## config.mk

```make
export PLATFORM = sky130hd
export DESIGN_NAME = jisp_guard
export DESIGN_NICKNAME = d
export VERILOG_FILES = /design/src/rtl/jisp_pkg.sv /design/src/rtl/jisp_rst_sync.sv /design/src/rtl/jisp_mode_regs.sv /design/src/rtl/jisp_err_track.sv /design/src/rtl/jisp_cmd_dec.sv /design/src/rtl/jisp_pin_drv.sv /design/src/rtl/jisp_guard.sv
export SDC_FILE = /design/constraint.sdc
export NUM_CORES = 1
export LEC_CHECK = 0
export ABC_AREA = 1
export ABC_CLOCK_PERIOD_IN_PS = 1050
export BUFFER_PORTS_ARGS = -buffer_cell sky130_fd_sc_hd__buf_2
export CAP_MARGIN = 25
export CORE_ASPECT_RATIO = 0.75
export CORE_UTILIZATION = 28
export CTS_CLUSTER_DIAMETER = 150
export CTS_CLUSTER_SIZE = 30
export DETAILED_ROUTE_END_ITERATION = 6
export GPL_TIMING_DRIVEN = 0
export PLACE_DENSITY_LB_ADDON = 0.15
export SYNTH_ARGS = -nofsm -noshare
export SYNTH_HDL_FRONTEND = slang
export SYNTH_SLANG_ARGS = --single-unit
```

## constraint.sdc

```tcl
create_clock -name clk -period 1.05 [get_ports clk]
set_input_delay 0.315 -clock clk [delete_from_list [all_inputs] [get_ports clk]]
set_output_delay 0.315 -clock clk [all_outputs]
set_load 0.05 [all_outputs]
```

## src/rtl/jisp_pkg.sv

```systemverilog
package jisp_pkg;
  localparam int OP_W = 8;

  typedef enum logic [OP_W-1:0] {
    OP_EN      = 8'h01,
    OP_EN_EXT  = 8'h02,
    OP_CLR_ERR = 8'h03,
    OP_OD      = 8'h04,
    OP_PP      = 8'h05,
    OP_DIS     = 8'h0F,
    OP_READ    = 8'h10,
    OP_PROG    = 8'h11,
    OP_VERIFY  = 8'h12,
    OP_ERASE   = 8'h13
  } op_e;

  typedef struct packed {
    logic en;
    logic en_ext;
    logic clr_err;
    logic od;
    logic pp;
    logic dis;
    logic rd;
    logic pg;
    logic vf;
    logic er;
  } cmd_hit_t;

  function automatic cmd_hit_t decode_op(input logic vld, input logic [OP_W-1:0] op);
    cmd_hit_t h;
    h         = '0;
    h.en      = vld && (op == OP_EN);
    h.en_ext  = vld && (op == OP_EN_EXT);
    h.clr_err = vld && (op == OP_CLR_ERR);
    h.od      = vld && (op == OP_OD);
    h.pp      = vld && (op == OP_PP);
    h.dis     = vld && (op == OP_DIS);
    h.rd      = vld && (op == OP_READ);
    h.pg      = vld && (op == OP_PROG);
    h.vf      = vld && (op == OP_VERIFY);
    h.er      = vld && (op == OP_ERASE);
    return h;
  endfunction
endpackage

```

## src/rtl/jisp_rst_sync.sv

```systemverilog
module jisp_rst_sync #(
  parameter int STAGES = 2
) (
  input  logic clk,
  input  logic rst_n,
  output logic srst_n
);
  logic [STAGES-1:0] sh_q;
  logic [STAGES-1:0] sh_d;

  always_comb sh_d = {sh_q[STAGES-2:0], 1'b1};

  always_ff @(posedge clk or negedge rst_n) begin
    if (!rst_n) sh_q <= '0;
    else        sh_q <= sh_d;
  end

  assign srst_n = sh_q[STAGES-1];
endmodule

```

## src/rtl/jisp_mode_regs.sv

```systemverilog
module jisp_mode_regs (
  input  logic clk,
  input  logic rst_n,
  input  logic hit_en,
  input  logic hit_en_ext,
  input  logic hit_od,
  input  logic hit_pp,
  input  logic hit_dis,
  input  logic chip_rst,
  input  logic erase_done,
  output logic en_q,
  output logic ext_q,
  output logic od_q,
  output logic dis_q,
  output logic wiped_q
);
  logic en_d, ext_d, od_d, dis_d, wiped_d;
  logic od_ce;

  always_comb begin
    en_d    = en_q | hit_en | hit_en_ext;
    ext_d   = ext_q | hit_en_ext;
    od_ce   = hit_od | hit_pp;
    od_d    = hit_od;
    dis_d   = hit_dis | (dis_q & ~chip_rst);
    wiped_d = wiped_q | erase_done;
  end

  always_ff @(posedge clk or negedge rst_n) begin
    if (!rst_n) begin
      en_q    <= 1'b0;
      ext_q   <= 1'b0;
      od_q    <= 1'b0;
      dis_q   <= 1'b0;
      wiped_q <= 1'b0;
    end else begin
      en_q    <= en_d;
      ext_q   <= ext_d;
      if (od_ce) od_q <= od_d;
      dis_q   <= dis_d;
      wiped_q <= wiped_d;
    end
  end


  tdo_en_cause_chk: assert property (@(posedge clk) disable iff (!rst_n)
    $rose(en_q) |-> $past(hit_en || hit_en_ext));


  ext_en_cause_chk: assert property (@(posedge clk) disable iff (!rst_n)
    $rose(ext_q) |-> $past(hit_en_ext));
endmodule

```

## src/rtl/jisp_err_track.sv

```systemverilog
module jisp_err_track (
  input  logic clk,
  input  logic rst_n,
  input  logic fail,
  input  logic clr_cmd,
  input  logic chip_rst,
  input  logic dis_seen,
  output logic err_q
);
  logic err_d;
  logic wipe;

  always_comb begin
    wipe  = clr_cmd | (chip_rst & dis_seen);
    err_d = fail | (err_q & ~wipe);
  end

  always_ff @(posedge clk or negedge rst_n) begin
    if (!rst_n) err_q <= 1'b0;
    else        err_q <= err_d;
  end


  err_sets_chk: assert property (@(posedge clk) disable iff (!rst_n)
    $past(fail) |-> err_q);


  err_clear_cause_chk: assert property (@(posedge clk) disable iff (!rst_n)
    $fell(err_q) |-> $past(clr_cmd || (chip_rst && dis_seen)));
endmodule

```

## src/rtl/jisp_cmd_dec.sv

```systemverilog
module jisp_cmd_dec (
  input  logic clk,
  input  logic rst_n,
  input  logic hit_rd,
  input  logic hit_pg,
  input  logic hit_vf,
  input  logic hit_er,
  input  logic secured,
  output logic start_rd_q,
  output logic start_pg_q,
  output logic start_vf_q,
  output logic start_er_q,
  output logic blocked_q
);
  logic rd_d, pg_d, vf_d, er_d, blk_d;

  always_comb begin
    rd_d  = hit_rd & ~secured;
    pg_d  = hit_pg & ~secured;
    vf_d  = hit_vf & ~secured;
    er_d  = hit_er;
    blk_d = secured & (hit_rd | hit_pg | hit_vf);
  end

  always_ff @(posedge clk or negedge rst_n) begin
    if (!rst_n) begin
      start_rd_q <= 1'b0;
      start_pg_q <= 1'b0;
      start_vf_q <= 1'b0;
      start_er_q <= 1'b0;
      blocked_q  <= 1'b0;
    end else begin
      start_rd_q <= rd_d;
      start_pg_q <= pg_d;
      start_vf_q <= vf_d;
      start_er_q <= er_d;
      blocked_q  <= blk_d;
    end
  end


  blk_excl_chk: assert property (@(posedge clk) disable iff (!rst_n)
    blocked_q |-> !(start_rd_q || start_pg_q || start_vf_q));


  start_unsec_chk: assert property (@(posedge clk) disable iff (!rst_n)
    (start_rd_q || start_pg_q || start_vf_q) |-> $past(!secured));


  start_onehot_chk: assert property (@(posedge clk) disable iff (!rst_n)
    $onehot0({start_rd_q, start_pg_q, start_vf_q, start_er_q}));
endmodule

```

## src/rtl/jisp_pin_drv.sv

```systemverilog
module jisp_pin_drv #(
  parameter bit REG_IN = 1'b0
) (
  input  logic clk,
  input  logic rst_n,
  input  logic lvl_in,
  input  logic ext_en,
  input  logic od_mode,
  output logic pin,
  output logic oe
);
  logic lvl;

  generate
    if (REG_IN) begin : g_reg
      logic lvl_q;
      always_ff @(posedge clk or negedge rst_n) begin
        if (!rst_n) lvl_q <= 1'b0;
        else        lvl_q <= lvl_in;
      end
      assign lvl = lvl_q;
    end else begin : g_pass
      logic unused_clk;
      assign unused_clk = clk;
      assign lvl = lvl_in;
    end
  endgenerate

  always_comb begin
    if (od_mode) begin
      pin = 1'b0;
      oe  = ext_en & ~lvl;
    end else begin
      pin = lvl;
      oe  = ext_en;
    end
  end


  ext_off_quiet_chk: assert property (@(posedge clk) disable iff (!rst_n)
    !ext_en |-> !oe);


  od_low_only_chk: assert property (@(posedge clk) disable iff (!rst_n)
    (od_mode && oe) |-> (!lvl && !pin));
endmodule

```

## src/rtl/jisp_guard.sv

```systemverilog
module jisp_guard
  import jisp_pkg::*;
(
  input  logic            clk,
  input  logic            rst_n,
  input  logic            cmd_valid,
  input  logic [OP_W-1:0] cmd_op,
  input  logic            chip_rst,
  input  logic            secure_nv,
  input  logic            eng_busy,
  input  logic            eng_fail,
  input  logic            eng_read_array,
  input  logic            eng_sec_write,
  input  logic            eng_erase_done,
  output logic            tdo_oe,
  output logic            rdy_pin,
  output logic            rdy_oe,
  output logic            err_pin,
  output logic            err_oe,
  output logic            start_read,
  output logic            start_prog,
  output logic            start_verify,
  output logic            start_erase,
  output logic            blocked,
  output logic            secured
);
  localparam int NPIN = 2;

  logic     srst_n;
  cmd_hit_t hit;
  logic     en_q, ext_q, od_q, dis_q, wiped_q, err_q;
  logic [NPIN-1:0] lvl_src, pin_v, oe_v;

  jisp_rst_sync #(.STAGES(2)) u_rst (
    .clk(clk), .rst_n(rst_n), .srst_n(srst_n)
  );

  always_comb hit = decode_op(cmd_valid, cmd_op);

  assign secured = secure_nv & ~wiped_q;

  jisp_mode_regs u_mode (
    .clk(clk), .rst_n(srst_n),
    .hit_en(hit.en), .hit_en_ext(hit.en_ext), .hit_od(hit.od), .hit_pp(hit.pp),
    .hit_dis(hit.dis), .chip_rst(chip_rst), .erase_done(eng_erase_done),
    .en_q(en_q), .ext_q(ext_q), .od_q(od_q), .dis_q(dis_q), .wiped_q(wiped_q)
  );

  jisp_err_track u_err (
    .clk(clk), .rst_n(srst_n), .fail(eng_fail), .clr_cmd(hit.clr_err),
    .chip_rst(chip_rst), .dis_seen(dis_q), .err_q(err_q)
  );

  jisp_cmd_dec u_dec (
    .clk(clk), .rst_n(srst_n),
    .hit_rd(hit.rd), .hit_pg(hit.pg), .hit_vf(hit.vf), .hit_er(hit.er),
    .secured(secured),
    .start_rd_q(start_read), .start_pg_q(start_prog), .start_vf_q(start_verify),
    .start_er_q(start_erase), .blocked_q(blocked)
  );

  // index 0: ready/busy (registered from engine status), index 1: error (from flag)
  assign lvl_src[0] = eng_read_array & ~eng_busy & ~eng_sec_write;
  assign lvl_src[1] = ~err_q;

  generate
    for (genvar i = 0; i < NPIN; i++) begin : g_pin
      jisp_pin_drv #(.REG_IN(i == 0)) u_pin (
        .clk(clk), .rst_n(srst_n), .lvl_in(lvl_src[i]),
        .ext_en(ext_q), .od_mode(od_q), .pin(pin_v[i]), .oe(oe_v[i])
      );
    end
  endgenerate

  assign tdo_oe  = en_q;
  assign rdy_pin = pin_v[0];
  assign rdy_oe  = oe_v[0];
  assign err_pin = pin_v[1];
  assign err_oe  = oe_v[1];


  wipe_unsecures_chk: assert property (@(posedge srst_n ? clk : 1'b0) disable iff (!srst_n)
    $past(eng_erase_done) |-> !secured);


  ext_needs_tdo_chk: assert property (@(posedge clk) disable iff (!srst_n)
    (rdy_oe || err_oe) |-> tdo_oe);
endmodule

```

==> impl_results.md <==
* Grt total ovfl at 0
* CP Capture Type: primary output
* Leading area contributor after synthesis: dfrtp_1
* Ports at 29
* Final net count at 136
* Antenna Nets Post-Route at 0
* Vias per Instance at 4.05
* Total Routing Usage GR at 12.1%
* DR iter-0 viols at 5
* Max clock buf depth at 2
* Synth top area cells: dfrtp_1, inv_1, nand2_1, nor2_1, nand3_1
* Power per Cell Area at 966 nW/um^2
* Worst-Margin Slew at 0.501 ns
* Crit-path cells: a21oi_4 > buf_6
* Final WS setup at -0.352 ns
* Synth Register Bits at 14
* Met3 usage at 5.26%
* FP Rows at 14
* Most frequent cells in the layout: buf_2, inv_1, dfrtp_1
* CTS sink cnt at 14
* DR pass1 iterations at 2
* Skew-Pair Late Insertion Delay at 0.28 ns
* Kind of critical path: register to primary output
* Max-Cap Viols at 0
* Seq/Total Area, Yosys at 52.7%
* Root Buffer: clkbuf_4
* Worst relative slew slack at 66.6%
* Post-layout min period at 1.40 ns
* Vias at 603
* Die W at 58.2 um
* CTS tree: done
* VDD IR max at 483 uV
* Worst-path clk slew at 0.08 ns
* Max Freq at 713 MHz
* Post-detail-place hpwl at 1070 um
* Yosys Warn Count at 0
* N_diodes at 0
* Final setup fails at 11
* Share of layout cells above drive strength 1 at 45.3%
* Critical path startpoint category: register
* Dpl cells at 140
* Pin count of the biggest net entering global routing at 13
* Leak at 0.000514 uW
* Setup Skew at 0.00188 ns
* Starting Density at 31.3%
* Post-Layout Cell Count at 149
* Critical path peak fanout at 5
* Vias in the first global route at 508
* GR Util met2 at 16.1%
* RSZ-0062 raised after global routing: true
* Status: finished, violations left
* Routed length per instance at 8.97 um
* GP Congestion at 0.791
* Worst EP required at 0.73 ns
* First-pass GRT wire length at 2190 um
* Mapped Cells at 80
* Worst hold path class: input pin to register
* Post-synth top area share at 52.7%
* Mapped Area at 664 um^2
* Fin crit share at 134%
* WL final at 1340 um
* Commonest non-fill, non-tap cell in the layout: buf_2
* CTS buffer count at 3
* DR DRC count at 0
* Failing checks: setup timing
* Core area at 2120 um^2
* Post-synth cell types at 20
* Chip height at 44.2 um
* Post-synthesis net count at 98
* Avg Inst Size Synth at 8.30 um^2
* Final Max Tran Viols at 0
* GR peak layer: met1
* Area of the die at 2570 um^2
* Slowest cell on crit path: dfrtp_2
* Fin Setup TNS at -2.05 ns
* Layout area overhead at 56.1%
* Worst Path Arrival at 1.09 ns
* Crit-path max cell delay at 0.49 ns
* Initial antenna violation count at 0
* Met1 Usage GRT at 16.7%
* Port Buffers at 28
* Final hold vios at 0
* H-tree Lvls at 1
## per-stage QoR
stage / worst slack [ns] / util (%) / hold slack (ns) / instance area (um^2) / power (uW)
floorplan: -0.0757 / - / 0.0194 / 709 / 634
global placement: -0.135 / 42.0 / 0.100 / 890 / 688
detailed placement: -0.135 / 42.0 / 0.102 / 890 / 690
CTS: -0.373 / 47.8 / 0.163 / 1010 / 1020
global route: -0.415 / 48.9 / 0.162 / 1040 / 1070
finish: -0.352 / 48.9 / 0.176 / 1040 / 1000
## what timing repair did
| action | 4_1_cts | 5_1_grt |
|---|---|---|
| gates resized for setup | 23 | 3 |
| setup buffers | 2 | 2 |
| endpoints found under the hold margin | 2 | 0 |
| pin swaps | 1 | 1 |
| setup endpoints to repair | 11 | 11 |
| hold buffers | 1 | 0 |
## synth_stat cells
cell type   n
a21oi_1     3
a21oi_2     1
conb_1      1
dfrtp_1    14
inv_1      17
inv_2       1
nand2_1    13
nand2_2     2
nand3_1     6
nand3b_1    1
nand4_1     1
nor2_1      9
nor2_2      2
nor2_4      1
nor3_1      2
nor3_4      1
nor3b_1     1
nor4_1      1
o21ai_0     2
or2_2       1
## sequential cells by signal, summed over array words and instances, names as in the netlist
name                     cells
u_mode.wiped_q               1
u_dec.start_pg_q             1
u_dec.start_rd_q             1
u_dec.start_vf_q             1
u_dec.blocked_q              1
u_rst.sh_q                   2
u_err.err_q                  1
u_mode.en_q                  1
u_mode.ext_q                 1
u_mode.od_q                  1
g_pin.u_pin.g_reg.lvl_q      1
u_mode.dis_q                 1
u_dec.start_er_q             1
## layout make-up
type / instances / area [um^2]
Timing Repair Buffer: 33 / 256
Fill cell: 210 / 1080
Multi-Input combinational cell: 48 / 292
Clock buffer: 4 / 26.3
Tap cell: 32 / 40.0
Inverter: 18 / 71.3
Sequential cell: 14 / 352
## worst max-delay path: cells and delay by family, from the launching register on
family	cells	cell delay (ns)
AO/OA/AOI/OAI	1	0.15
buffers and inverters	1	0.17
flip-flops	1	0.49
## per-layer routing
| layer | part of all wire (%) | vias to the layer above |
|---|---|---|
| met1 | 49 | 264 |
| li1 | - | 319 |
| met4 | 2.2 | 0 |
| met5 | 0 | - |
| met3 | 5.0 | 5 |
| met2 | 44 | 15 |
## worst paths after layout
kind                                startpoint                         end  slack (ns)  cells after the start
min in group asynchronous        u_rst.sh_q[1]            u_dec.start_er_q        0.21                      0
worst max-delay path               u_mode.od_q                      err_oe       -0.35                      2
worst min register to register   u_rst.sh_q[1]            u_dec.start_er_q        0.21                      0
worst max register to register  u_mode.wiped_q            u_dec.start_pg_q        0.06                      6
worst min-delay path                  eng_busy  g_pin[0].u_pin.g_reg.lvl_q        0.18                      2
max in group asynchronous        u_rst.sh_q[1]                 u_mode.od_q        0.48                      0
## report_power, final
part           internal [uW]  total (uW)  leakage [uW]  switching (uW)
sequential               548         571      0.000168            22.4
clock                    148         315     0.0000150             167
combinational           50.0         117      0.000331            66.6
total                    746        1000      0.000514             256
## kinds of logic (layout without fill, tap and decap cells)
group           Yosys count  after routing  share of synthesized area (%)
compound gates            6              6                           5.08
flops                    14             14                           52.7
buf+inv                  18             55                           10.2
other cells               1              1                          0.564
simple gates             41             41                           31.5
(Power assumes the default switching activity.)
